==> src/rtl/ctx_switch_pkg.sv <==
package ctx_switch_pkg;

  // Request kinds as carried on reqType
  typedef enum logic [1:0] {
    KIND_LEVEL   = 2'd0,
    KIND_XOP     = 2'd1,
    KIND_RESTART = 2'd2,
    KIND_NONE    = 2'd3
  } req_kind_e;

  // What the datapath puts on the memory address/data lines
  typedef enum logic [2:0] {
    SEL_VEC_LO,
    SEL_VEC_HI,
    SEL_SAVE_WP,
    SEL_SAVE_PC,
    SEL_SAVE_ST,
    SEL_SAVE_EA
  } addr_sel_e;

  // Strobes from control to datapath
  typedef struct packed {
    logic      latchReq;
    logic      capWp;
    logic      capPc;
    logic      commit;
    logic      setX;
    addr_sel_e sel;
  } ctl_strobes_t;

  // Workspace register slots that receive saved state
  localparam int SLOT_OLD_WP = 13;
  localparam int SLOT_OLD_PC = 14;
  localparam int SLOT_OLD_ST = 15;
  localparam int SLOT_EA     = 11;

endpackage

==> src/rtl/ctx_vector_map.sv <==
module ctx_vector_map
  import ctx_switch_pkg::*;
#(
  parameter int                WORD_W       = 16,
  parameter int                NUM_W        = 4,
  parameter logic [WORD_W-1:0] XOP_BASE     = 16'h0040,
  parameter logic [WORD_W-1:0] RESTART_ADDR = 16'hFFFC
) (
  input  logic [1:0]        kind,
  input  logic [NUM_W-1:0]  num,
  output logic [WORD_W-1:0] base
);

  localparam int PAD_W = WORD_W - NUM_W - 2;

  logic [WORD_W-1:0] slotOff;

  // Each vector is two words, so the slot offset is num * 4
  assign slotOff = {{PAD_W{1'b0}}, num, 2'b00};

  always_comb begin
    case (req_kind_e'(kind))
      KIND_XOP:     base = XOP_BASE + slotOff;
      KIND_RESTART: base = RESTART_ADDR;
      default:      base = slotOff;
    endcase
  end

endmodule

==> src/rtl/ctx_switch_ctrl.sv <==
module ctx_switch_ctrl
  import ctx_switch_pkg::*;
(
  input  logic         clk,
  input  logic         rstN,
  input  logic         reqValid,
  input  logic [1:0]   reqType,
  input  logic         memReady,
  output ctl_strobes_t ctl,
  output logic         memReq,
  output logic         memWe,
  output logic         busy,
  output logic         done
);

  typedef enum logic [3:0] {
    S_IDLE, S_RD_WP, S_RD_PC, S_WR_WP, S_WR_PC, S_WR_ST,
    S_WR_EA, S_COMMIT, S_MARKX, S_FINISH
  } state_e;

  state_e state, nextState;
  logic   xopFlag;

  always_ff @(posedge clk) begin
    if (!rstN) begin
      state   <= S_IDLE;
      xopFlag <= 1'b0;
    end else begin
      state <= nextState;
      if (ctl.latchReq) xopFlag <= (req_kind_e'(reqType) == KIND_XOP);
    end
  end

  always_comb begin
    nextState = state;
    ctl       = '0;
    ctl.sel   = SEL_VEC_LO;
    memReq    = 1'b0;
    memWe     = 1'b0;
    done      = 1'b0;
    case (state)
      S_IDLE: begin
        if (reqValid && (req_kind_e'(reqType) != KIND_NONE)) begin
          ctl.latchReq = 1'b1;
          nextState    = S_RD_WP;
        end
      end
      S_RD_WP: begin
        memReq  = 1'b1;
        ctl.sel = SEL_VEC_LO;
        if (memReady) begin
          ctl.capWp = 1'b1;
          nextState = S_RD_PC;
        end
      end
      S_RD_PC: begin
        memReq  = 1'b1;
        ctl.sel = SEL_VEC_HI;
        if (memReady) begin
          ctl.capPc = 1'b1;
          nextState = S_WR_WP;
        end
      end
      S_WR_WP: begin
        memReq  = 1'b1;
        memWe   = 1'b1;
        ctl.sel = SEL_SAVE_WP;
        if (memReady) nextState = S_WR_PC;
      end
      S_WR_PC: begin
        memReq  = 1'b1;
        memWe   = 1'b1;
        ctl.sel = SEL_SAVE_PC;
        if (memReady) nextState = S_WR_ST;
      end
      S_WR_ST: begin
        memReq  = 1'b1;
        memWe   = 1'b1;
        ctl.sel = SEL_SAVE_ST;
        if (memReady) nextState = xopFlag ? S_WR_EA : S_COMMIT;
      end
      S_WR_EA: begin
        memReq  = 1'b1;
        memWe   = 1'b1;
        ctl.sel = SEL_SAVE_EA;
        if (memReady) nextState = S_COMMIT;
      end
      S_COMMIT: begin
        ctl.commit = 1'b1;
        nextState  = xopFlag ? S_MARKX : S_FINISH;
      end
      S_MARKX: begin
        ctl.setX  = 1'b1;
        nextState = S_FINISH;
      end
      S_FINISH: begin
        done      = 1'b1;
        nextState = S_IDLE;
      end
      default: nextState = S_IDLE;
    endcase
  end

  assign busy = (state != S_IDLE);

endmodule

==> src/rtl/ctx_switch_dp.sv <==
module ctx_switch_dp
  import ctx_switch_pkg::*;
#(
  parameter int                WORD_W       = 16,
  parameter int                NUM_W        = 4,
  parameter logic [WORD_W-1:0] XOP_BASE     = 16'h0040,
  parameter logic [WORD_W-1:0] RESTART_ADDR = 16'hFFFC,
  parameter int                XBIT         = 9
) (
  input  logic              clk,
  input  logic              rstN,
  input  ctl_strobes_t      ctl,
  input  logic [1:0]        reqType,
  input  logic [NUM_W-1:0]  reqNum,
  input  logic [WORD_W-1:0] reqEa,
  input  logic [WORD_W-1:0] memRdata,
  output logic [WORD_W-1:0] memAddr,
  output logic [WORD_W-1:0] memWdata,
  output logic [WORD_W-1:0] wpOut,
  output logic [WORD_W-1:0] pcOut,
  output logic [WORD_W-1:0] stOut
);

  localparam logic [WORD_W-1:0] ALIGN_MASK = ~WORD_W'(1);
  localparam logic [WORD_W-1:0] WORD_STEP  = WORD_W'(2);

  logic [WORD_W-1:0] wpReg, pcReg, stReg;
  logic [WORD_W-1:0] vecBase, newWp, newPc, eaReg;
  logic [WORD_W-1:0] baseNext;
  logic [WORD_W-1:0] rawAddr;

  function automatic logic [WORD_W-1:0] slotAddr(input logic [WORD_W-1:0] wsBase, input int slot);
    return wsBase + WORD_W'(2 * slot);
  endfunction

  ctx_vector_map #(
    .WORD_W      (WORD_W),
    .NUM_W       (NUM_W),
    .XOP_BASE    (XOP_BASE),
    .RESTART_ADDR(RESTART_ADDR)
  ) u_vecmap (
    .kind(reqType),
    .num (reqNum),
    .base(baseNext)
  );

  always_ff @(posedge clk) begin
    if (!rstN) begin
      wpReg   <= '0;
      pcReg   <= '0;
      stReg   <= '0;
      vecBase <= '0;
      newWp   <= '0;
      newPc   <= '0;
      eaReg   <= '0;
    end else begin
      if (ctl.latchReq) begin
        vecBase <= baseNext;
        eaReg   <= reqEa;
      end
      if (ctl.capWp) newWp <= memRdata;
      if (ctl.capPc) newPc <= memRdata;
      if (ctl.commit) begin
        wpReg <= newWp;
        pcReg <= newPc;
      end
      if (ctl.setX) stReg[XBIT] <= 1'b1;
    end
  end

  always_comb begin
    case (ctl.sel)
      SEL_VEC_HI:  rawAddr = vecBase + WORD_STEP;
      SEL_SAVE_WP: rawAddr = slotAddr(newWp, SLOT_OLD_WP);
      SEL_SAVE_PC: rawAddr = slotAddr(newWp, SLOT_OLD_PC);
      SEL_SAVE_ST: rawAddr = slotAddr(newWp, SLOT_OLD_ST);
      SEL_SAVE_EA: rawAddr = slotAddr(newWp, SLOT_EA);
      default:     rawAddr = vecBase;
    endcase
  end

  assign memAddr = rawAddr & ALIGN_MASK;

  always_comb begin
    case (ctl.sel)
      SEL_SAVE_WP: memWdata = wpReg;
      SEL_SAVE_PC: memWdata = pcReg;
      SEL_SAVE_ST: memWdata = stReg;
      SEL_SAVE_EA: memWdata = eaReg;
      default:     memWdata = '0;
    endcase
  end

  assign wpOut = wpReg;
  assign pcOut = pcReg;
  assign stOut = stReg;

endmodule

==> src/rtl/ctx_switch_seq.sv <==
module ctx_switch_seq
  import ctx_switch_pkg::*;
#(
  parameter int                WORD_W       = 16,
  parameter int                NUM_W        = 4,
  parameter logic [WORD_W-1:0] XOP_BASE     = 16'h0040,
  parameter logic [WORD_W-1:0] RESTART_ADDR = 16'hFFFC,
  parameter int                XBIT         = 9
) (
  input  logic              clk,
  input  logic              rstN,
  input  logic              reqValid,
  input  logic [1:0]        reqType,
  input  logic [NUM_W-1:0]  reqNum,
  input  logic [WORD_W-1:0] reqEa,
  output logic              memReq,
  output logic              memWe,
  output logic [WORD_W-1:0] memAddr,
  output logic [WORD_W-1:0] memWdata,
  input  logic [WORD_W-1:0] memRdata,
  input  logic              memReady,
  output logic [WORD_W-1:0] wpOut,
  output logic [WORD_W-1:0] pcOut,
  output logic [WORD_W-1:0] stOut,
  output logic              busy,
  output logic              done
);

  ctl_strobes_t ctl;

  ctx_switch_ctrl u_ctrl (
    .clk     (clk),
    .rstN    (rstN),
    .reqValid(reqValid),
    .reqType (reqType),
    .memReady(memReady),
    .ctl     (ctl),
    .memReq  (memReq),
    .memWe   (memWe),
    .busy    (busy),
    .done    (done)
  );

  ctx_switch_dp #(
    .WORD_W      (WORD_W),
    .NUM_W       (NUM_W),
    .XOP_BASE    (XOP_BASE),
    .RESTART_ADDR(RESTART_ADDR),
    .XBIT        (XBIT)
  ) u_dp (
    .clk     (clk),
    .rstN    (rstN),
    .ctl     (ctl),
    .reqType (reqType),
    .reqNum  (reqNum),
    .reqEa   (reqEa),
    .memRdata(memRdata),
    .memAddr (memAddr),
    .memWdata(memWdata),
    .wpOut   (wpOut),
    .pcOut   (pcOut),
    .stOut   (stOut)
  );

endmodule

==> config.mk <==
export PLATFORM = sky130hd
export DESIGN_NAME = ctx_switch_seq
export DESIGN_NICKNAME = d
export VERILOG_FILES = /design/src/rtl/ctx_switch_pkg.sv /design/src/rtl/ctx_vector_map.sv /design/src/rtl/ctx_switch_ctrl.sv /design/src/rtl/ctx_switch_dp.sv /design/src/rtl/ctx_switch_seq.sv
export SDC_FILE = /design/constraint.sdc
export NUM_CORES = 1
export LEC_CHECK = 0
export BUFFER_PORTS_ARGS = -buffer_cell sky130_fd_sc_hd__buf_4
export CAP_MARGIN = 40
export CORE_ASPECT_RATIO = 0.9
export CORE_UTILIZATION = 45
export CTS_BUF_LIST = sky130_fd_sc_hd__clkbuf_8
export DETAILED_ROUTE_END_ITERATION = 12
export HOLD_SLACK_MARGIN = 0.03
export PLACE_DENSITY = 0.71
export SYNTH_ARGS = -nofsm -noshare
export SYNTH_HDL_FRONTEND = slang
export SYNTH_SLANG_ARGS = --single-unit
==> constraint.sdc <==
create_clock -name clk -period 3.15 [get_ports clk]
set_input_delay 0.315 -clock clk [delete_from_list [all_inputs] [get_ports clk]]
set_output_delay 0.315 -clock clk [all_outputs]
set_load 0.05 [all_outputs]
==> results of run 1 <==
==> sequential cells by signal, indices dropped and copies added (netlist names) <==
signal / count
u_ctrl.xopFlag: 1
u_dp.newPc: 16
u_dp.eaReg: 16
u_dp.vecBase: 6
u_dp.stOut: 1
u_dp.pcOut: 16
u_ctrl.state: 4
u_dp.newWp: 16
u_dp.wpOut: 16
==> critical path, delay by kind of cell (launching register included) <==
family | cells | cell delay (ns)
buf+inv | 1 | 0.21
flops | 1 | 0.39
fa+ha+maj | 1 | 0.30
compound gates | 5 | 1.08
simple gates | 2 | 0.40
==> layout by cell type (no fill, tap or decap), types with 3 or more instances in the layout <==
cell type,instances
o21ai_2,3
a21boi_0,78
o221ai_1,3
nor2_2,3
inv_1,23
nor3b_1,4
o21ai_0,5
bufinv_16,3
xor2_1,4
nand2_1,181
o211a_1,4
nand2b_1,7
nand3_1,6
nand4_1,3
nor2_1,13
dfxtp_1,91
a221o_1,3
buf_4,124
xnor2_1,5
a222oi_1,15
conb_1,16
nor3_1,15
o21a_1,5
o221ai_2,3
or2_2,3
clkbuf_8,10
a211oi_2,3
a21boi_1,4
a21oi_1,5
a211oi_1,4
ha_1,5
==> timing repair <==
action,4_1_cts,5_1_grt
setup buffers,0,1
endpoints found under the setup margin,9,11
resized for setup,6,10
pin swaps,0,5
==> logic make-up (layout without fill, tap and decap cells) <==
family,after synthesis,in the layout
flops,92,92
compound gates,155,155
fa+ha+maj,7,7
mux,1,1
xor+xnor,10,10
other cells,1,16
buf+inv,86,165
simple gates,248,248
==> stage by stage <==
stage / cells / setup WS (ns) / utilization / power (W)
2_1_floorplan: 615 / 0.0632 / - / 0.00219
3_3_place_gp: 806 / 0.318 / 0.550 / 0.00246
3_5_place_dp: 806 / 0.219 / 0.550 / 0.00249
4_1_cts: 822 / 0.0588 / 0.577 / 0.00348
5_1_grt: 823 / 0.00304 / 0.583 / 0.00365
6_report: 823 / 0.0925 / 0.583 / 0.00350
==> report_power, final <==
group,switching (W),leakage [nW],total [W],internal [W]
Combinational,0.000773,1.54,0.00115,0.000381
Sequential,0.0000981,0.746,0.00135,0.00125
Clock,0.000436,0.129,0.000995,0.000559
==> cell type report <==
class | instances | area, sq um
Sequential cell | 92 | 1840
Inverter | 23 | 86.3
Tap cell | 129 | 161
Multi-Input combinational cell | 437 | 2670
Clock inverter | 6 | 119
Fill cell | 938 | 4280
Timing Repair Buffer | 126 | 953
Clock buffer | 10 | 138
==> worst paths after layout <==
check                                                   end  slack, ns  cells past startpoint
worst max-delay path                            memAddr[14]       0.09                      9
worst min-delay path            u_dp.newWp[14]$_SDFFE_PN0P_       0.20                      3
worst max register to register  u_dp.eaReg[11]$_SDFFE_PN0P_       1.17                      7
worst min register to register   u_dp.pcOut[3]$_SDFFE_PN0P_       0.47                      2
==> layer usage <==
| metal | wire length [um] | global-route usage |
|---|---|---|
| met4 | 184 | 0.0769 |
| met1 | 6150 | 0.353 |
| met3 | 919 | 0.0393 |
| met2 | 6030 | 0.371 |
| met5 | 0 | 0 |
==> results.json, run 1 <==
{
  "hold_violations": 0,
  "synth-seq-area-share": 0.387,
  "yosys.cell_count.top_type": "nand2_1",
  "syn_area_per_cell_sq_um": 7.92,
  "maxCapViolCount": 0,
  "startpoint_type": "register",
  "synth-simple-area-share": 0.221,
  "fmax_ghz": 0.327,
  "fp.dieArea_sq_mm": 0.0110,
  "muxShareOfSynthArea": 0.00211,
  "dr.pass1.iters": 5,
  "synth_top_family_by_area": "compound AO/OA/AOI/OAI gates",
  "synthTopCellsByArea": "dfxtp_1, nand2_1, a21boi_0",
  "path_class": "register to output port",
  "period_minus_slack_ns": 3.06,
  "grtUsageTotal": 0.245,
  "grt_pass1_wl_um": 20700,
  "wl_per_cell_um": 16.1,
  "core.rowCount": 35,
  "synth_cell_types": 55,
  "powerDensity_mw_per_mm2": 586,
  "timing.final.crit_share": 0.971,
  "antenna_cells": 0,
  "synth_xor_xnor_area_share": 0.0200,
  "cts.path.max_buffers": 2,
  "die_h_um": 99.5,
  "worst_pin_slew_ns": 0.855,
  "r2r_start": "u_ctrl.state[2]$_SDFFE_PN0P_",
  "clock_sinks": 92,
  "numCtsBuffers": 9,
  "core_area_sq_mm": 0.0102,
  "critPathCaptureType": "output port",
  "hold_buffers": 0,
  "cts_tree": "built",
  "cpPeakStageDelay_ns": 0.39,
  "die_w_um": 110,
  "drtIter0Drc": 357,
  "hpwlAfterDp_um": 9350,
  "placement.io_buffers": 109,
  "ys_ff_latch": 92,
  "synth.cell_area_sq_mm": 0.00475,
  "yosys_most_used_dff": "dfxtp_1",
  "num_vias": 4519,
  "cp.arrival_ns": 2.74,
  "cp.required_ns": 2.83,
  "clockRootBuffer": "clkbuf_8",
  "ys_warn_count": 0,
  "hold_slack_ns": 0.198,
  "fin_setup_tns_ns": 0,
  "grt_overflow": 0,
  "finalClockSkew_ns": 0.0104,
  "drive_gt1_frac": 0.251,
  "clkLatencyLatePin_ns": 0.36,
  "yosys.area.top_type_share": 0.387,
  "setup_violations": 0,
  "place_congestion": 0.946,
  "io_pins": 126,
  "peakVddDrop_mv": 0.396,
  "via_per_inst": 5.49,
  "place_area_sq_mm": 0.00563,
  "synth_edf_count": 0,
  "fin_area_sq_mm": 0.00597,
  "critPathMaxFanout": 11,
  "hp-start": "memRdata[14]",
  "cpMaxStageDelayCell": "dfxtp_2",
  "wl_um": 13300,
  "netlist_top_cells_count": "nand2_1, dfxtp_1, a21boi_0",
  "rsz0062_at_grt": "false",
  "hold_class": "input port to register",
  "slew_viol_final": 0,
  "synth_fa_ha_area_frac": 0.0200,
  "path_cells": "nand2b_2 > a21oi_2 > ha_1 > a21o_1 > a211oi_2 > nor3_1 > o211a_1 > o21ai_2 > buf_4",
  "crit_start": "u_ctrl.state[3]$_SDFFE_PN0P_",
  "clkTransAtPathRegs_ns": 0.10,
  "antenna_left": 0,
  "synth.largest_area_cell": "dfxtp_1",
  "syn_inst": 600,
  "grt_max_degree": 94,
  "h-tree-depth": 3,
  "drc": 0,
  "nets": 738,
  "synth_compound_area_frac": 0.256,
  "outcome": "complete, no violations",
  "area_delta_synth_final_pct": 25.6,
  "p_leak_nw": 2.41,
  "start_util": 0.464,
  "antenna_found_initial": 0,
  "grt_pass1_vias": 4011,
  "max_slew_margin": 0.430,
  "synthArstFlopShare": 0
}
Power figures use the tool's default switching activity.
==> run 2, diff against run 1 <==
- CORE_MARGIN: not set -> 2
==> results.json, run 2 (synthesis gave the netlist of run 1 again) <==
{
  "hpwlAfterDp_um": 9600,
  "nets": 736,
  "die_h_um": 102,
  "critPathMaxFanout": 11,
  "timing.final.crit_share": 0.955,
  "drtIter0Drc": 393,
  "hold_class": "input port to register",
  "grt_pass1_vias": 4074,
  "cp_top_family": "compound AO/OA/AOI/OAI gates",
  "cpMaxStageDelayCell": "a2111oi_2",
  "drive_gt1_frac": 0.245,
  "cp.arrival_ns": 2.69,
  "whs_path_depth": 3,
  "start_util": 0.464,
  "pwr-share-comb": 0.348,
  "antenna_cells": 0,
  "max_slew_margin": 0.453,
  "final-instance-count-excl-fill": 820,
  "r2r_start": "u_ctrl.state[2]$_SDFFE_PN0P_",
  "p_seq_frac": 0.414,
  "fp.dieArea_sq_mm": 0.0114,
  "clockRootBuffer": "clkbuf_8",
  "cts.path.max_buffers": 2,
  "hp-start": "memRdata[10]",
  "area_delta_synth_final_pct": 23.2,
  "grt_max_degree": 94,
  "grtUsageTotal": 0.229,
  "fillerInstances": 1001,
  "place_congestion": 0.905,
  "path_class": "register to output port",
  "intPower_w": 0.00199,
  "critPathCaptureType": "output port",
  "clkTransAtPathRegs_ns": 0.09,
  "p_sw_w": 0.00127,
  "num_vias": 4495,
  "slew_viol_final": 0,
  "r2r_cells": 7,
  "cpPeakStageDelay_ns": 0.52,
  "numCtsBuffers": 9,
  "worst-path-buf-inv": 1,
  "clkLatencyLatePin_ns": 0.36,
  "via_per_inst": 5.48,
  "dr.pass1.iters": 6,
  "fmax_ghz": 0.333,
  "antenna_found_initial": 0,
  "hold_path_end": "u_dp.newWp[10]$_SDFFE_PN0P_",
  "maxCapViolCount": 0,
  "r2r_slack_ns": 1.14,
  "placement.io_buffers": 109,
  "powerDensity_mw_per_mm2": 556,
  "peakVddDrop_mv": 0.320,
  "startpoint_type": "register",
  "cts_tree": "built",
  "hold_violations": 0,
  "rsz0062_at_grt": "false",
  "finalClockSkew_ns": 0.0181,
  "die_w_um": 112,
  "worst_pin_slew_ns": 0.821,
  "core_area_sq_mm": 0.0102,
  "p_clk_frac": 0.238,
  "p_leak_nw": 2.37,
  "antenna_left": 0,
  "path_cells": "nand2b_4 > a21oi_2 > fa_1 > a211oi_2 > nor3_1 > a2111oi_2 > a31oi_4 > buf_4",
  "drc": 0,
  "final_common_cell": "nand2_1",
  "final_core_util": 0.572,
  "h-tree-depth": 3,
  "switching_share": 0.390,
  "outcome": "complete, no violations",
  "wl_per_cell_um": 16.4,
  "period_minus_slack_ns": 3.01,
  "cp.required_ns": 2.83,
  "dpl.cell_count": 805,
  "io_pins": 126,
  "clock_sinks": 92,
  "wl_um": 13500,
  "core.rowCount": 35,
  "cts_setup_buffers": 0,
  "setup_violations": 0,
  "grt_overflow": 0,
  "r2r-end": "u_dp.eaReg[1]$_SDFFE_PN0P_",
  "grt_pass1_wl_um": 20900,
  "layout_common_cells": "nand2_1, buf_4, dfxtp_1"
}
[run 2: final cells by class]
type / count / area, sq um / share of cell area
clock inverters: 6 / 62.6 / 0.0107
flip-flops and latches: 92 / 1840 / 0.315
multi-input cells: 437 / 2650 / 0.452
clock buffers: 9 / 124 / 0.0211
inverters: 23 / 86.3 / 0.0147
well taps: 129 / 161 / 0.0276
repair buffers: 124 / 935 / 0.160
[run 2: how the worst max path moves through the flow]
| stage | startpoint | slack, ns | to | cells after the start |
|---|---|---|---|---|
| after floorplan | u_ctrl.state[3]$_SDFFE_PN0P_ | 0.06 | memAddr[6] | 10 |
| after global placement | u_ctrl.state[3]$_SDFFE_PN0P_ | 0.32 | memAddr[15] | 8 |
| after detailed placement | u_ctrl.state[3]$_SDFFE_PN0P_ | 0.15 | memAddr[15] | 8 |
| after CTS | u_ctrl.state[3]$_SDFFE_PN0P_ | -0.005 | memAddr[10] | 9 |
| after global routing | u_ctrl.state[3]$_SDFFE_PN0P_ | 0.02 | memAddr[7] | 9 |
| final | u_ctrl.state[3]$_SDFFE_PN0P_ | 0.14 | memAddr[15] | 8 |
[run 2: worst reg2reg max path: stages (launching register included)]
cell and delay [ns]:
dfxtp_1 0.34, buf_4 0.18, nor2_1 0.20, nand2_1 0.13, nor2_1 0.46, buf_4 0.33
nand2_1 0.08, a21boi_0 0.19
[run 2: power groups by stage]
stage                     sequential, W  clock (W)  combinational (W)
final                           0.00135   0.000774            0.00113
after global placement          0.00137          0            0.00109
after CTS                       0.00134   0.000794            0.00112
after floorplan                 0.00132          0           0.000873
after global routing            0.00136   0.000836            0.00121
after detailed placement        0.00137          0            0.00111
[run 2: layer usage]
layer,vias to the layer above,share of wire,GRT usage
met5,-,0,0
met4,0,0.0077,0.0591
met3,12,0.061,0.0401
met2,162,0.46,0.365
met1,2120,0.47,0.324
li1,2201,-,-
[run 2: metrics by stage]
step	worst slack (ns)	total power [W]	instance area, sq um	hold WS, ns	TNS [ns]
floorplan	0.0632	0.00219	4880	0.441	0
global placement	0.315	0.00246	5630	0.450	0
detailed placement	0.146	0.00248	5630	0.459	0
CTS	-0.00454	0.00325	5820	0.189	-0.00454
global route	0.0167	0.00341	5860	0.211	0
finish	0.143	0.00326	5860	0.213	0
[run 2: timing repair]
action                                  CTS  global route
resized for setup                         4             8
pin swaps                                 0             1
endpoints found under the setup margin    9             9
hold buffers                              0             0
==> run 3, diff against run 2 <==
- ABC_AREA: not set -> 1
==> results.json, run 3 <==
{
  "antenna_left": 0,
  "num_vias": 4764,
  "hold_slack_ns": 0.176,
  "period_minus_slack_ns": 2.94,
  "dr.pass1.iters": 5,
  "placement.io_buffers": 109,
  "antenna_cells": 0,
  "antenna_found_initial": 0,
  "cts_tree": "built",
  "grt_overflow": 0,
  "synthTopCellsByArea": "dfxtp_1, o21ai_0, nand2_1",
  "synth-seq-area-share": 0.394,
  "syn_area_per_cell_sq_um": 7.01,
  "maxCapViolCount": 0,
  "outcome": "complete, no violations",
  "timing.final.crit_share": 0.932,
  "synthArstFlopShare": 0,
  "synth.largest_area_cell": "dfxtp_1",
  "synth_edf_count": 0,
  "max_slew_margin": 0.508,
  "place_congestion": 0.932,
  "syn_inst": 667,
  "fin_area_sq_mm": 0.00567,
  "r2r_cells": 7,
  "finalClockSkew_ns": 0.0196,
  "p_leak_nw": 2.64,
  "yosys.area.top_type_share": 0.394,
  "critPathMaxFanout": 5,
  "r2r_start": "u_ctrl.state[2]$_SDFFE_PN0P_",
  "grt_pass1_wl_um": 22200,
  "grt_max_degree": 87,
  "synth_cell_types": 34,
  "hp-start": "reqEa[13]",
  "wl_per_cell_um": 15.5,
  "final-instance-count-excl-fill": 892,
  "fin_total_pwr_w": 0.00403,
  "core.rowCount": 35,
  "clkLatencyLatePin_ns": 0.35,
  "hold_buffers": 0,
  "hold_class": "input port to register",
  "cp.arrival_ns": 2.62,
  "slew_viol_final": 0,
  "place_area_sq_mm": 0.00547,
  "core_area_sq_mm": 0.0102,
  "io_pins": 126,
  "yosys_most_used_dff": "dfxtp_1",
  "start_util": 0.460,
  "layout_common_cells": "nand2_1, buf_4, o21ai_0",
  "whs_path_depth": 3,
  "setup_violations": 0,
  "fmax_ghz": 0.340,
  "path_class": "register to output port",
  "clockRootBuffer": "clkbuf_8",
  "grtUsageTotal": 0.244,
  "cp.required_ns": 2.83,
  "netlist_top_cells_count": "nand2_1, o21ai_0, dfxtp_1",
  "clock_sinks": 92,
  "drc": 0,
  "wl_um": 13800,
  "clkTransAtPathRegs_ns": 0.10,
  "rsz0062_at_grt": "false",
  "yosys.cell_count.top_type": "nand2_1",
  "fin_setup_tns_ns": 0,
  "hpwlAfterDp_um": 10200,
  "final_common_cell": "nand2_1",
  "powerDensity_mw_per_mm2": 711,
  "startpoint_type": "register",
  "hold_path_end": "u_dp.eaReg[13]$_SDFFE_PN0P_",
  "r2r-end": "u_dp.wpOut[0]$_SDFFE_PN0P_",
  "dpl.cell_count": 877,
  "drive_gt1_frac": 0.204,
  "die_w_um": 111,
  "area_delta_synth_final_pct": 21.2,
  "hold_violations": 0,
  "synth.cell_area_sq_mm": 0.00468,
  "cts.path.max_buffers": 2,
  "fp.dieArea_sq_mm": 0.0112,
  "ys_ff_latch": 92,
  "critPathCaptureType": "output port",
  "numCtsBuffers": 9,
  "peakVddDrop_mv": 0.598,
  "r2r_slack_ns": 1.41,
  "die_h_um": 101,
  "nets": 808,
  "grt_pass1_vias": 4399,
  "ys_warn_count": 0,
  "via_per_inst": 5.34,
  "worst_pin_slew_ns": 0.738,
  "h-tree-depth": 3,
  "drtIter0Drc": 331
}
run 3: changes by cell type after synthesis, sizes merged, moves of 15 or more:
cell,previous run,this run
nand2,181,119
a222oi,15,0
o21ai,9,103
nor2,16,78
a21boi,82,0
a21oi,7,73
nand3,6,56
inv,23,70
run 3: area by class of cell:
cell class | count | area (sq um)
clock buffers | 10 | 138
fillers | 1006 | 4490
multi-input cells | 474 | 2350
clock inverters | 5 | 62.6
flip-flops and latches | 92 | 1840
well taps | 129 | 161
repair buffers | 112 | 848
inverters | 70 | 265
run 3: how the worst max path moves through the flow:
stage	from	endpoint	slack, ns	cells past startpoint
2_1_floorplan	u_ctrl.state[3]$_SDFFE_PN0P_	memAddr[5]	0.55	8
5_1_grt	u_ctrl.state[1]$_SDFFE_PN0P_	memAddr[11]	0.004	12
4_1_cts	u_ctrl.state[1]$_SDFFE_PN0P_	memAddr[11]	0.23	11
3_5_place_dp	u_ctrl.state[1]$_SDFFE_PN0P_	memAddr[11]	0.64	11
6_report	u_ctrl.state[1]$_SDFFE_PN0P_	memAddr[11]	0.21	11
3_3_place_gp	u_ctrl.state[2]$_SDFFE_PN0P_	memAddr[11]	0.71	12
run 3: where the power goes:
part / internal [W] / switching [W]
combinational: 0.000474 / 0.00123
sequential: 0.00135 / 0.000168
clock: 0.000390 / 0.000411
total: 0.00222 / 0.00181
run 3: stage by stage:
step | setup slack [ns] | util
2_1_floorplan | 0.553 | -
3_3_place_gp | 0.712 | 0.536
3_5_place_dp | 0.636 | 0.538
4_1_cts | 0.226 | 0.558
5_1_grt | 0.00389 | 0.558
6_report | 0.213 | 0.558
run 3: cell families (layout without fill, tap and decap cells):
kind of cell / count (synthesis) / in the layout / synth area share
adders and majority gates: 7 / 7 / 0.0203
buffers and inverters: 116 / 197 / 0.116
DFF: 92 / 92 / 0.394
and+or+nand+nor: 266 / 266 / 0.259
xor gates and xnor gates: 1 / 1 / 0.00187
other: 1 / 16 / 0.000802
AOI/OAI and AO/OA: 184 / 184 / 0.208
run 3: worst max-delay path: stages (launching register included):
cell and delay [ns]:
dfxtp_1 0.47, inv_1 0.13, nor2_2 0.16, nand2_2 0.11, ha_1 0.37, nand2_1 0.12, nand2_1 0.17, nand2_1 0.13
o21ai_0 0.23, o211ai_2 0.12, nand3_1 0.07, buf_4 0.20
run 3: timing repair:
item                       CTS  global route
hold endpoints to repair     0             0
setup buffers                0             0
setup endpoints to repair    0             1
gates resized for setup      0             1
run 3: per-layer routing:
layer	vias up	GRT usage	share of wire
li1	2341	-	-
met1	2193	0.337	0.45
met2	210	0.379	0.44
met3	20	0.0643	0.092
met4	0	0.0731	0.020
met5	-	0	0
